### src/rtl/scsi_regs_pkg.sv
package scsi_regs_pkg;

  localparam int DW = 8;
  localparam int AW = 4;

  // Register offsets (read bank / write bank share some of these)
  localparam logic [AW-1:0] OFS_CMD    = 4'h3;
  localparam logic [AW-1:0] OFS_STAT   = 4'h4;  // read: status, write: bus ID
  localparam logic [AW-1:0] OFS_CAUSE  = 4'h5;  // read: cause,  write: selection timeout
  localparam logic [AW-1:0] OFS_STEP   = 4'h6;
  localparam logic [AW-1:0] OFS_FLAGS  = 4'h7;
  localparam logic [AW-1:0] OFS_CFG1   = 4'h8;
  localparam logic [AW-1:0] OFS_CFG2   = 4'hB;
  localparam logic [AW-1:0] OFS_CFG3   = 4'hC;
  localparam logic [AW-1:0] OFS_CHIPID = 4'hE;

  // Command codes (bits 6:0 of the command byte)
  localparam logic [6:0] OP_NOP      = 7'h00;
  localparam logic [6:0] OP_FLUSH    = 7'h01;
  localparam logic [6:0] OP_CHIPRST  = 7'h02;
  localparam logic [6:0] OP_BUSRST   = 7'h03;
  localparam logic [6:0] OP_XFER     = 7'h10;
  localparam logic [6:0] OP_ICC      = 7'h11;
  localparam logic [6:0] OP_MSGACC   = 7'h12;
  localparam logic [6:0] OP_SETATN   = 7'h1A;
  localparam logic [6:0] OP_SELATN   = 7'h42;
  localparam logic [6:0] OP_SELSTOP  = 7'h43;
  localparam logic [6:0] OP_ENSEL    = 7'h44;

  // Interrupt cause values
  localparam logic [DW-1:0] CAUSE_FUNC_DONE = 8'h08;
  localparam logic [DW-1:0] CAUSE_DISCON    = 8'h20;
  localparam logic [DW-1:0] CAUSE_BUS_RST   = 8'h80;

  // Status bit positions
  localparam int STAT_GROSS_ERR  = 6;
  localparam int STAT_PARITY_ERR = 5;
  // Config 1 bit that masks the bus-reset interrupt
  localparam int CFG1_RST_MASK   = 6;

  // Strobe vector positions
  localparam int SB_XFER   = 0;
  localparam int SB_ICC    = 1;
  localparam int SB_SEL    = 2;
  localparam int SB_SELSTP = 3;
  localparam int SB_MSGACC = 4;
  localparam int SB_N      = 5;

  typedef struct packed {
    logic nop;
    logic flush;
    logic chip_rst;
    logic bus_rst;
    logic xfer;
    logic icc;
    logic msg_acc;
    logic set_atn;
    logic sel_atn;
    logic sel_stop;
    logic en_sel;
    logic illegal;
  } cmd_dec_t;

endpackage

### src/rtl/scsi_cmd_decode.sv
module scsi_cmd_decode
  import scsi_regs_pkg::*;
(
  input  logic       cmd_wr,
  input  logic [6:0] code,
  output cmd_dec_t   dec
);

  always_comb begin
    dec = '0;
    if (cmd_wr) begin
      case (code)
        OP_NOP:     dec.nop      = 1'b1;
        OP_FLUSH:   dec.flush    = 1'b1;
        OP_CHIPRST: dec.chip_rst = 1'b1;
        OP_BUSRST:  dec.bus_rst  = 1'b1;
        OP_XFER:    dec.xfer     = 1'b1;
        OP_ICC:     dec.icc      = 1'b1;
        OP_MSGACC:  dec.msg_acc  = 1'b1;
        OP_SETATN:  dec.set_atn  = 1'b1;
        OP_SELATN:  dec.sel_atn  = 1'b1;
        OP_SELSTOP: dec.sel_stop = 1'b1;
        OP_ENSEL:   dec.en_sel   = 1'b1;
        default:    dec.illegal  = 1'b1;
      endcase
    end
  end

endmodule

### src/rtl/scsi_tgt_lookup.sv
module scsi_tgt_lookup #(
  parameter int ID_W = 3
) (
  input  logic [ID_W-1:0]      id,
  input  logic [(1<<ID_W)-1:0] present,
  output logic                 hit
);

  localparam int NUM_TGT = 1 << ID_W;

  logic [NUM_TGT-1:0] match;

  for (genvar g = 0; g < NUM_TGT; g++) begin : g_tgt
    assign match[g] = present[g] && (id == ID_W'(g));
  end

  assign hit = |match;

endmodule

### src/rtl/scsi_irq_ctl.sv
module scsi_irq_ctl (
  input  logic clk,
  input  logic rst_n,
  input  logic force_low,
  input  logic raise,
  input  logic lower,
  output logic irq_o
);

  logic irq_q, irq_d;

  always_comb begin
    irq_d = irq_q;
    if (force_low)  irq_d = 1'b0;
    else if (raise) irq_d = 1'b1;
    else if (lower) irq_d = 1'b0;
  end

  always_ff @(posedge clk or negedge rst_n) begin
    if (!rst_n) irq_q <= 1'b0;
    else        irq_q <= irq_d;
  end

  assign irq_o = irq_q;

  a_r11_force_low: assert property (@(posedge clk) disable iff (!rst_n)
    force_low |=> !irq_o);

  a_r13_raise_wins: assert property (@(posedge clk) disable iff (!rst_n)
    (raise && !force_low) |=> irq_o);

  a_r4_read_lowers: assert property (@(posedge clk) disable iff (!rst_n)
    (lower && !raise && !force_low) |=> !irq_o);

  a_r3_level_holds: assert property (@(posedge clk) disable iff (!rst_n)
    (!lower && !raise && !force_low) |=> $stable(irq_o));

endmodule

### src/rtl/scsi_host_regs.sv
module scsi_host_regs
  import scsi_regs_pkg::*;
#(
  parameter int          ID_W     = 3,
  parameter logic [7:0]  CFG1_RST = 8'h07,
  parameter logic [7:0]  CHIP_ID  = 8'h04
) (
  input  logic                 clk,
  input  logic                 rst_n,
  input  logic [3:0]           host_addr,
  input  logic                 host_wr,
  input  logic                 host_rd,
  input  logic [7:0]           host_wdata,
  output logic [7:0]           host_rdata,
  output logic                 irq_o,
  input  logic [(1<<ID_W)-1:0] target_present,
  input  logic                 done_valid,
  input  logic [6:0]           done_status,
  input  logic [7:0]           done_cause,
  input  logic [7:0]           done_step,
  input  logic [7:0]           done_flags,
  output logic                 xfer_go,
  output logic                 icc_go,
  output logic                 msg_acc_go,
  output logic                 sel_go,
  output logic                 sel_stop_go,
  output logic                 dma_o,
  output logic [ID_W-1:0]      bus_id_o,
  output logic [7:0]           sel_timeout_o,
  output logic                 illegal_cmd_o
);

  // ---------------------------------------------------------------- state
  logic [DW-1:0]   cmd_q,    cmd_d;
  logic [6:0]      stat_q,   stat_d;
  logic [DW-1:0]   cause_q,  cause_d;
  logic [DW-1:0]   step_q,   step_d;
  logic [DW-1:0]   flags_q,  flags_d;
  logic [DW-1:0]   cfg1_q,   cfg1_d;
  logic [DW-1:0]   cfg2_q,   cfg2_d;
  logic [DW-1:0]   cfg3_q,   cfg3_d;
  logic [DW-1:0]   chipid_q, chipid_d;
  logic [ID_W-1:0] busid_q,  busid_d;
  logic [DW-1:0]   selto_q,  selto_d;
  logic            illegal_q, illegal_d;
  logic [SB_N-1:0] strobe_q, strobe_d;

  // ---------------------------------------------------------------- decode
  logic     wr_cmd;
  logic     rd_cause;
  cmd_dec_t dec;
  logic     tgt_hit;
  logic     irq_raise;

  assign wr_cmd   = host_wr && (host_addr == OFS_CMD);
  assign rd_cause = host_rd && (host_addr == OFS_CAUSE);

  scsi_cmd_decode u_dec (
    .cmd_wr (wr_cmd),
    .code   (host_wdata[6:0]),
    .dec    (dec)
  );

  scsi_tgt_lookup #(.ID_W(ID_W)) u_tgt (
    .id      (busid_q),
    .present (target_present),
    .hit     (tgt_hit)
  );

  logic sel_any;
  logic sel_miss;
  logic busrst_irq;

  assign sel_any    = dec.sel_atn || dec.sel_stop;
  assign sel_miss   = sel_any && !tgt_hit;
  assign busrst_irq = dec.bus_rst && !cfg1_q[CFG1_RST_MASK];
  assign irq_raise  = done_valid || busrst_irq || sel_miss;

  scsi_irq_ctl u_irq (
    .clk       (clk),
    .rst_n     (rst_n),
    .force_low (dec.chip_rst),
    .raise     (irq_raise),
    .lower     (rd_cause),
    .irq_o     (irq_o)
  );

  // ---------------------------------------------------------------- next state
  always_comb begin
    cmd_d     = cmd_q;
    stat_d    = stat_q;
    cause_d   = cause_q;
    step_d    = step_q;
    flags_d   = flags_q;
    cfg1_d    = cfg1_q;
    cfg2_d    = cfg2_q;
    cfg3_d    = cfg3_q;
    chipid_d  = chipid_q;
    busid_d   = busid_q;
    selto_d   = selto_q;
    illegal_d = illegal_q;
    strobe_d  = '0;

    // read side effect on the cause register
    if (rd_cause) begin
      stat_d[STAT_GROSS_ERR]  = 1'b0;
      stat_d[STAT_PARITY_ERR] = 1'b0;
    end

    // completion from the bus engine
    if (done_valid) begin
      stat_d  = done_status;
      cause_d = done_cause;
      step_d  = done_step;
      flags_d = done_flags;
    end

    // plain register writes (write bank)
    if (host_wr) begin
      case (host_addr)
        OFS_STAT:   busid_d  = host_wdata[ID_W-1:0];
        OFS_CAUSE:  selto_d  = host_wdata;
        OFS_CFG1:   cfg1_d   = host_wdata;
        OFS_CFG2:   cfg2_d   = host_wdata;
        OFS_CFG3:   cfg3_d   = host_wdata;
        OFS_CHIPID: chipid_d = host_wdata;
        default: ;
      endcase
    end

    // command effects
    if (dec.illegal) begin
      illegal_d = 1'b1;
    end else if (wr_cmd) begin
      cmd_d = host_wdata;
    end

    if (dec.flush) begin
      cause_d = CAUSE_FUNC_DONE;
      step_d  = '0;
      flags_d = '0;
    end

    if (dec.bus_rst) begin
      cause_d = CAUSE_BUS_RST;
    end

    if (dec.xfer) strobe_d[SB_XFER] = 1'b1;
    if (dec.icc)  strobe_d[SB_ICC]  = 1'b1;

    if (dec.msg_acc) begin
      strobe_d[SB_MSGACC] = 1'b1;
      cause_d             = CAUSE_DISCON;
      step_d              = '0;
    end

    if (dec.en_sel) begin
      cause_d = '0;
    end

    if (sel_any) begin
      if (tgt_hit) begin
        strobe_d[SB_SEL]    = dec.sel_atn;
        strobe_d[SB_SELSTP] = dec.sel_stop;
      end else begin
        stat_d  = '0;
        cause_d = CAUSE_DISCON;
        step_d  = '0;
      end
    end

    // chip reset overrides everything in the cycle
    if (dec.chip_rst) begin
      cmd_d     = '0;
      stat_d    = '0;
      cause_d   = '0;
      step_d    = '0;
      flags_d   = '0;
      cfg1_d    = CFG1_RST;
      cfg2_d    = '0;
      cfg3_d    = '0;
      chipid_d  = CHIP_ID;
      busid_d   = '0;
      selto_d   = '0;
      illegal_d = 1'b0;
      strobe_d  = '0;
    end
  end

  // ---------------------------------------------------------------- registers
  always_ff @(posedge clk or negedge rst_n) begin
    if (!rst_n) begin
      cmd_q     <= '0;
      stat_q    <= '0;
      cause_q   <= '0;
      step_q    <= '0;
      flags_q   <= '0;
      cfg1_q    <= CFG1_RST;
      cfg2_q    <= '0;
      cfg3_q    <= '0;
      chipid_q  <= CHIP_ID;
      busid_q   <= '0;
      selto_q   <= '0;
      illegal_q <= 1'b0;
      strobe_q  <= '0;
    end else begin
      cmd_q     <= cmd_d;
      stat_q    <= stat_d;
      cause_q   <= cause_d;
      step_q    <= step_d;
      flags_q   <= flags_d;
      cfg1_q    <= cfg1_d;
      cfg2_q    <= cfg2_d;
      cfg3_q    <= cfg3_d;
      chipid_q  <= chipid_d;
      busid_q   <= busid_d;
      selto_q   <= selto_d;
      illegal_q <= illegal_d;
      strobe_q  <= strobe_d;
    end
  end

  // ---------------------------------------------------------------- read bank
  always_comb begin
    case (host_addr)
      OFS_CMD:    host_rdata = cmd_q;
      OFS_STAT:   host_rdata = {irq_o, stat_q};
      OFS_CAUSE:  host_rdata = cause_q;
      OFS_STEP:   host_rdata = step_q;
      OFS_FLAGS:  host_rdata = flags_q;
      OFS_CFG1:   host_rdata = cfg1_q;
      OFS_CFG2:   host_rdata = cfg2_q;
      OFS_CFG3:   host_rdata = cfg3_q;
      OFS_CHIPID: host_rdata = chipid_q;
      default:    host_rdata = '0;
    endcase
  end

  assign xfer_go       = strobe_q[SB_XFER];
  assign icc_go        = strobe_q[SB_ICC];
  assign sel_go        = strobe_q[SB_SEL];
  assign sel_stop_go   = strobe_q[SB_SELSTP];
  assign msg_acc_go    = strobe_q[SB_MSGACC];
  assign dma_o         = cmd_q[7];
  assign bus_id_o      = busid_q;
  assign sel_timeout_o = selto_q;
  assign illegal_cmd_o = illegal_q;

  // ---------------------------------------------------------------- assertions
  a_r3_flag_mirrors_line: assert property (@(posedge clk) disable iff (!rst_n)
    (host_addr == OFS_STAT) |-> (host_rdata[7] == irq_o));

  a_r9_one_strobe: assert property (@(posedge clk) disable iff (!rst_n)
    $onehot0({xfer_go, icc_go, sel_go, sel_stop_go, msg_acc_go}));

  a_r12_decode_exclusive: assert property (@(posedge clk) disable iff (!rst_n)
    wr_cmd |-> $onehot(dec));

  a_r9_xfer_pulse: assert property (@(posedge clk) disable iff (!rst_n)
    (wr_cmd && host_wdata[6:0] == OP_XFER) |=> (xfer_go && !icc_go));

  a_r10_absent_target: assert property (@(posedge clk) disable iff (!rst_n)
    (sel_any && !tgt_hit) |=> (!sel_go && !sel_stop_go && irq_o
                               && cause_q == CAUSE_DISCON && stat_q == 7'd0));

  a_r12_illegal_sticky: assert property (@(posedge clk) disable iff (!rst_n)
    (illegal_cmd_o && !dec.chip_rst) |=> illegal_cmd_o);

  a_r12_illegal_keeps_cmd: assert property (@(posedge clk) disable iff (!rst_n)
    dec.illegal |=> (illegal_cmd_o && $stable(cmd_q)));

  a_r11_chip_reset_values: assert property (@(posedge clk) disable iff (!rst_n)
    dec.chip_rst |=> (cfg1_q == CFG1_RST && chipid_q == CHIP_ID
                      && !illegal_cmd_o && !irq_o && cause_q == 8'h00));

  a_r6_bus_reset_masked: assert property (@(posedge clk) disable iff (!rst_n)
    (dec.bus_rst && cfg1_q[CFG1_RST_MASK] && !irq_o && !done_valid) |=> !irq_o);

endmodule

### config.mk
export PLATFORM = sky130hd
export DESIGN_NAME = scsi_host_regs
export DESIGN_NICKNAME = d
export VERILOG_FILES = /design/src/rtl/scsi_regs_pkg.sv /design/src/rtl/scsi_cmd_decode.sv /design/src/rtl/scsi_tgt_lookup.sv /design/src/rtl/scsi_irq_ctl.sv /design/src/rtl/scsi_host_regs.sv
export SDC_FILE = /design/constraint.sdc
export NUM_CORES = 1
export LEC_CHECK = 0
export BUFFER_PORTS_ARGS = -buffer_cell sky130_fd_sc_hd__buf_2
export CORE_MARGIN = 3
export CORE_UTILIZATION = 30
export CTS_CLUSTER_DIAMETER = 80
export CTS_CLUSTER_SIZE = 10
export DETAILED_ROUTE_END_ITERATION = 8
export PLACE_DENSITY = 0.56
export SLEW_MARGIN = 30
export SYNTH_ARGS = -nofsm -noshare
export SYNTH_HDL_FRONTEND = slang
export SYNTH_SLANG_ARGS = --single-unit
### constraint.sdc
create_clock -name clk -period 2.2 [get_ports clk]
set_input_delay 0.44 -clock clk [delete_from_list [all_inputs] [get_ports clk]]
set_output_delay 0.44 -clock clk [all_outputs]
set_load 0.02 [all_outputs]
## After elaboration in Yosys (flattened, before gate mapping)

Cells that the tools add are included.

- Eq/ne operators: 27
- Multiplexer cells: 67
- Reductions and logical operators: 39

Operator list:

| operator | number |
|---|---|
| 8-bit 2-to-1 mux | 35 |
| 8-bit one-hot mux with 9 select lines | 1 |
| 7-bit by 5-bit equality test with 1-bit output (second input constant) | 4 |
| 7-bit 2-to-1 mux | 4 |
| 7-bit equality test (second input constant) | 3 |
| 1-bit 2-to-1 mux | 19 |
| 2-bit nonzero test | 9 |
| 4-bit by 3-bit equality test with 1-bit output (second input constant) | 4 |
| 4-bit equality test (second input constant) | 4 |
| 7-bit by 2-bit equality test with 1-bit output (second input constant) | 2 |
| 2-bit AND reduction | 7 |
| 3-bit equality test (second input constant) | 4 |
| 1-bit logical AND | 12 |
| 11-bit 2-to-1 mux | 1 |
| 11-bit OR reduction | 1 |
| 3-bit 2-to-1 mux | 3 |
| 8-bit OR reduction | 1 |
| 7-bit by 1-bit equality test with 1-bit output (second input constant) | 1 |
| 7-bit logical NOT | 1 |
| 3-bit by 2-bit equality test with 1-bit output (second input constant) | 2 |
| 2-bit 2-to-1 mux | 3 |
| 3-bit nonzero test | 2 |
| 5-bit 2-to-1 mux | 1 |
| 4-bit by 2-bit equality test with 1-bit output (second input constant) | 1 |
| other kinds (5) | 8 |

- Word-level logic and storage cells: 147
- Register bits after elaboration: 89
- Output and inout bits: 27
- Bits of input ports: 56

## Depth between registers and ports, before layout

- Word-level depth: 11
- Mapped depth: 8

## Cells and area by module

Synthesis repeated with hierarchy kept, for this count alone.

- Cells, all modules: 520
- Area, all modules: 5,166.2 µm²

By module, submodules not included:

| module | cells an instance | area an instance (µm²) | seq. area each (µm²) | times used |
|---|---|---|---|---|
| scsi_host_regs | 474 | 4,793.3 | 2,207.1 | 1 |
| scsi_cmd_decode | 39 | 265.3 | 0.0 | 1 |
| scsi_tgt_lookup | 3 | 63.8 | 0.0 | 1 |
| scsi_irq_ctl | 4 | 43.8 | 25.0 | 1 |

## Least setup slack after synthesis

OpenSTA, ideal clock, no wires.

- Kind: in2out
- From: input host_addr[0]
- To: output host_rdata[2]
- Slack: 0.100 ns
- Path buffers: 2
- Stages on the path: 6
- Required time: 1.760 ns
- Arrival: 1.660 ns
- Cells stage by stage: buf_4 clkbuf_1 mux2_2 a22o_1 nand2_1 nand3_1

- Cells in the longest elaborated chain, start to end: 2

Ends and longest elaborated chain:

| item | line | RTL |
|---|---|---|
| start, declared | scsi_host_regs.sv:10 | `input logic [3:0] host_addr,` |
| 4-bit equality test (tied with other cells) | scsi_host_regs.sv:225 | `case (host_addr)` |
| 8-bit one-hot mux with 9 select lines * | scsi_host_regs.sv:225 |  |
| end, declared | scsi_host_regs.sv:14 | `output logic [7:0] host_rdata,` |

Mark *: on every way between the ends. The rest lies on a longest branch, timed or not.

## Worst setup path after layout

- From: register step_q[7]
- To: output host_rdata[7]

- Cells in the longest elaborated chain, start to end: 1

Ends and longest elaborated chain:

| item | line | RTL |
|---|---|---|
| start, declared | scsi_host_regs.sv:37 | `logic [DW-1:0] step_q, step_d;` |
| start signal, assigned | scsi_host_regs.sv:210 | `step_q <= step_d;` |
| 8-bit one-hot mux with 9 select lines | scsi_host_regs.sv:225 |  |

No other way between the ends.

==> results.txt <==
status = complete, but fails checks
failing checks = negative setup slack
FF+latch count, synth = 89
GRT overflow = 0
Synth top cells by count = dfrtp_1, nand2_1, nor2_1
Worst Tran Pin Value = 0.4731 ns
CTS tree = yes
Worst slew margin = 68.46%
Syn Inst Count = 433
final setup TNS = -0.2566 ns
Detail Route Antenna Nets = 0
Synth Flop Type = dfrtp_1
CTS H-tree depth = 3
number of synthesized flops with an enable pin = 0
Seq pwr share = 45.5%
RSZ-0062 raised after global routing = true
Fmax = 0.4071 GHz
final core occ = 40.80%
Sw Pwr = 1.275 mW
final WL = 14250 µm
placed cell areas = 5637 µm²
critical path endpoint category = output pin
Nets = 617
standard-cell rows = 44
CP required = 1.76 ns
Pleak = 2.838 nW
post-layout instance area = 6042 µm²
Clk Latency, worst-skew pair = 0.35 ns
antenna violations before repair = 0
area delta synth->final = 30.34%
ant diodes = 0
power share of the clock group = 34.6%
Port Buffer Count = 82
sequential share of the synthesized area = 48.15%
clock-pin slew on the worst setup and hold paths = 0.06 ns
DIE WIDTH = 130.3 µm
crit path kind = register to output pin
die outline height = 130.3 µm
Critical-path top delay cell = dfrtp_1
Sw Ratio = 28.30%
CP Max Fanout = 2
Logic pwr share = 19.9%
syn_nets = 489
largest delay contributor family on the critical path = compound AO/OA/AOI/OAI gates
setup violators final = 1
max-slew violation count = 0
total CTS buffers = 9
Yosys top cell area share = 45.88%
synth warn = 0
worst r2r path cells = 6
DR iter-0 viols = 214
number of max-cap violations = 0
# DRC = 0
FFs w/ async S/R, synth = 100.0%
CTS sink cnt = 89
initial core utilization = 31.30%
Clock Skew = 0.005787 ns
area leader, netlist = dfrtp_1
Final HPWL DP = 10700 µm
Post-CTS Hold Buffers = 0
Int Pwr = 3.232 mW
pwr dens = 746.0 nW/µm²
crit-path cells = mux2_2 > a22o_1 > a222oi_1 > o211ai_1 > buf_2
CP Buf/Inv Count = 1
pin count of the biggest net entering global routing = 37
via/cell ratio = 5.267
CP arrival = 2.02 ns
Worst IR Drop VDD = 0.4189 mV
final worst path period share = 111.7%
routed length per placed instance = 18.99 µm
top-count cell post-synth = dfrtp_1
CP peak stage delay = 0.40 ns
vias in the first global route = 4022
synth unique cells = 61
clk root buf = clkbuf_16
Vias = 3950
GP Congestion = 0.8932
first-pass GRT wire length = 22180 µm
Tmin final = 2.457 ns
Hold Path Class = input port to asynchronous set/reset pin
Cell Area, Synth = 4636 µm²
top cells by area, synth = dfrtp_1, mux2i_1, mux2_2
Filler cells = 1435
die area = 16980 µm²
worst reg2reg startpoint = bus_id_o[0]
CTS Buffer Depth = 2
Core Box Area = 14810 µm²
Worst R2R Setup Slack = 0.35 ns
gr usage total = 17.12%
count of final hold-check violations = 0
Avg Cell Area, Syn = 10.71 µm²
share of post-route cells with drive strength above 1 = 38.34%
I/O pins = 83
Reg2Reg Capture Point = step_q[1]
First-pass DRT Iterations = 5
CP Launch Type = register
PnR worst setup slack = -0.2566 ns
worst max-delay path by stage:
stage,start,end,slack [ns],cells after the start
3_5_place_dp,host_addr[0],host_rdata[7],-0.12,6
3_3_place_gp,host_addr[0],host_rdata[2],-0.11,7
4_1_cts,step_q[7],host_rdata[7],-0.24,5
2_1_floorplan,host_addr[0],host_rdata[2],0.1,6
5_1_grt,step_q[7],host_rdata[7],-0.32,5
6_report,step_q[7],host_rdata[7],-0.26,5
timing repair:
action / CTS / global route
cloned: 0 / 0
pin swaps: 7 / 6
setup buffers: 0 / 5
gates resized for setup: 10 / 12
endpoints found under the setup margin: 7 / 7
cells in the final DEF (no fill, tap or decap), types with 3 or more instances in the layout:
cell type | synthesis | layout
nand2_1 | 53 | 53
a32o_1 | 6 | 6
mux2_2 | 22 | 22
clkbuf_16 | 0 | 9
nand3_1 | 10 | 10
buf_2 | 7 | 75
a221oi_2 | 0 | 3
o21ai_0 | 26 | 25
a22o_1 | 6 | 6
nand2b_1 | 5 | 5
mux2i_1 | 43 | 43
mux4_2 | 4 | 4
and3_1 | 3 | 3
dfrtp_1 | 85 | 85
nor3_1 | 4 | 4
o22ai_1 | 5 | 5
buf_6 | 1 | 4
nor2b_1 | 7 | 7
buf_12 | 0 | 5
o21ai_4 | 4 | 4
nor2_1 | 46 | 46
buf_4 | 3 | 56
nand2_2 | 3 | 3
a21oi_1 | 13 | 13
o2bb2ai_1 | 6 | 6
nand3b_1 | 5 | 5
dfstp_2 | 4 | 4
through the flow:
| stage | total power [mW] | instances | worst slack, ns | hold WS (ns) |
|---|---|---|---|---|
| 4_1_cts | 4.536 | 745 | -0.2419 | 0.04937 |
| 5_1_grt | 4.732 | 750 | -0.3237 | 0.05704 |
| 6_report | 4.507 | 750 | -0.2566 | 0.04117 |
| 3_3_place_gp | 2.930 | 729 | -0.1123 | 0.4202 |
| 3_5_place_dp | 2.954 | 729 | -0.1210 | 0.4241 |
| 2_1_floorplan | 2.565 | 433 | 0.09965 | 0.1444 |
state kept, by name, summed over array words and instances (netlist names), 5 cells and up:
register and count:
cause_q 8, chipid_q 8, cmd_q 8, stat_q 7, sel_timeout_o 8, flags_q 8
cfg3_q 8, strobe_q 5, cfg2_q 8, cfg1_q 8, step_q 8
layout make-up:
type | instances | area (µm²) | share of cell area [%]
multi-input cells | 316 | 2295 | 37.98
flip-flops and latches | 89 | 2232 | 36.94
repair buffers | 143 | 978.4 | 16.19
clock buffers | 11 | 242.7 | 4.017
well taps | 184 | 230.2 | 3.810
clock inverters | 5 | 56.30 | 0.9319
inverters | 2 | 7.507 | 0.1242
logic make-up (layout without fill, tap and decap cells):
family                 count (synthesis)  count (layout)  share of synthesized area (%)
DFF                                   89              89                          48.15
AOI/OAI and AO/OA                     86              86                          13.85
buffers and inverters                 28             161                          2.861
muxes                                 69              69                          16.57
and+or+nand+nor                      161             161                          18.57
metal layers:
layer	GRT usage, %	up-vias	part of all wire [%]
met5	0	-	0
met4	5.929	0	2.2
met3	4.707	19	5.4
met2	26.55	121	47
met1	23.07	1982	45
li1	-	1828	-
power by group through the flow:
stage	logic, mW	registers (mW)	clock network, mW
5_1_grt	0.987	2.08	1.66
3_3_place_gp	0.860	2.07	0
2_1_floorplan	0.483	2.08	0
4_1_cts	0.891	2.05	1.59
6_report	0.897	2.05	1.56
3_5_place_dp	0.878	2.08	0
Power figures use the tool's default switching activity.
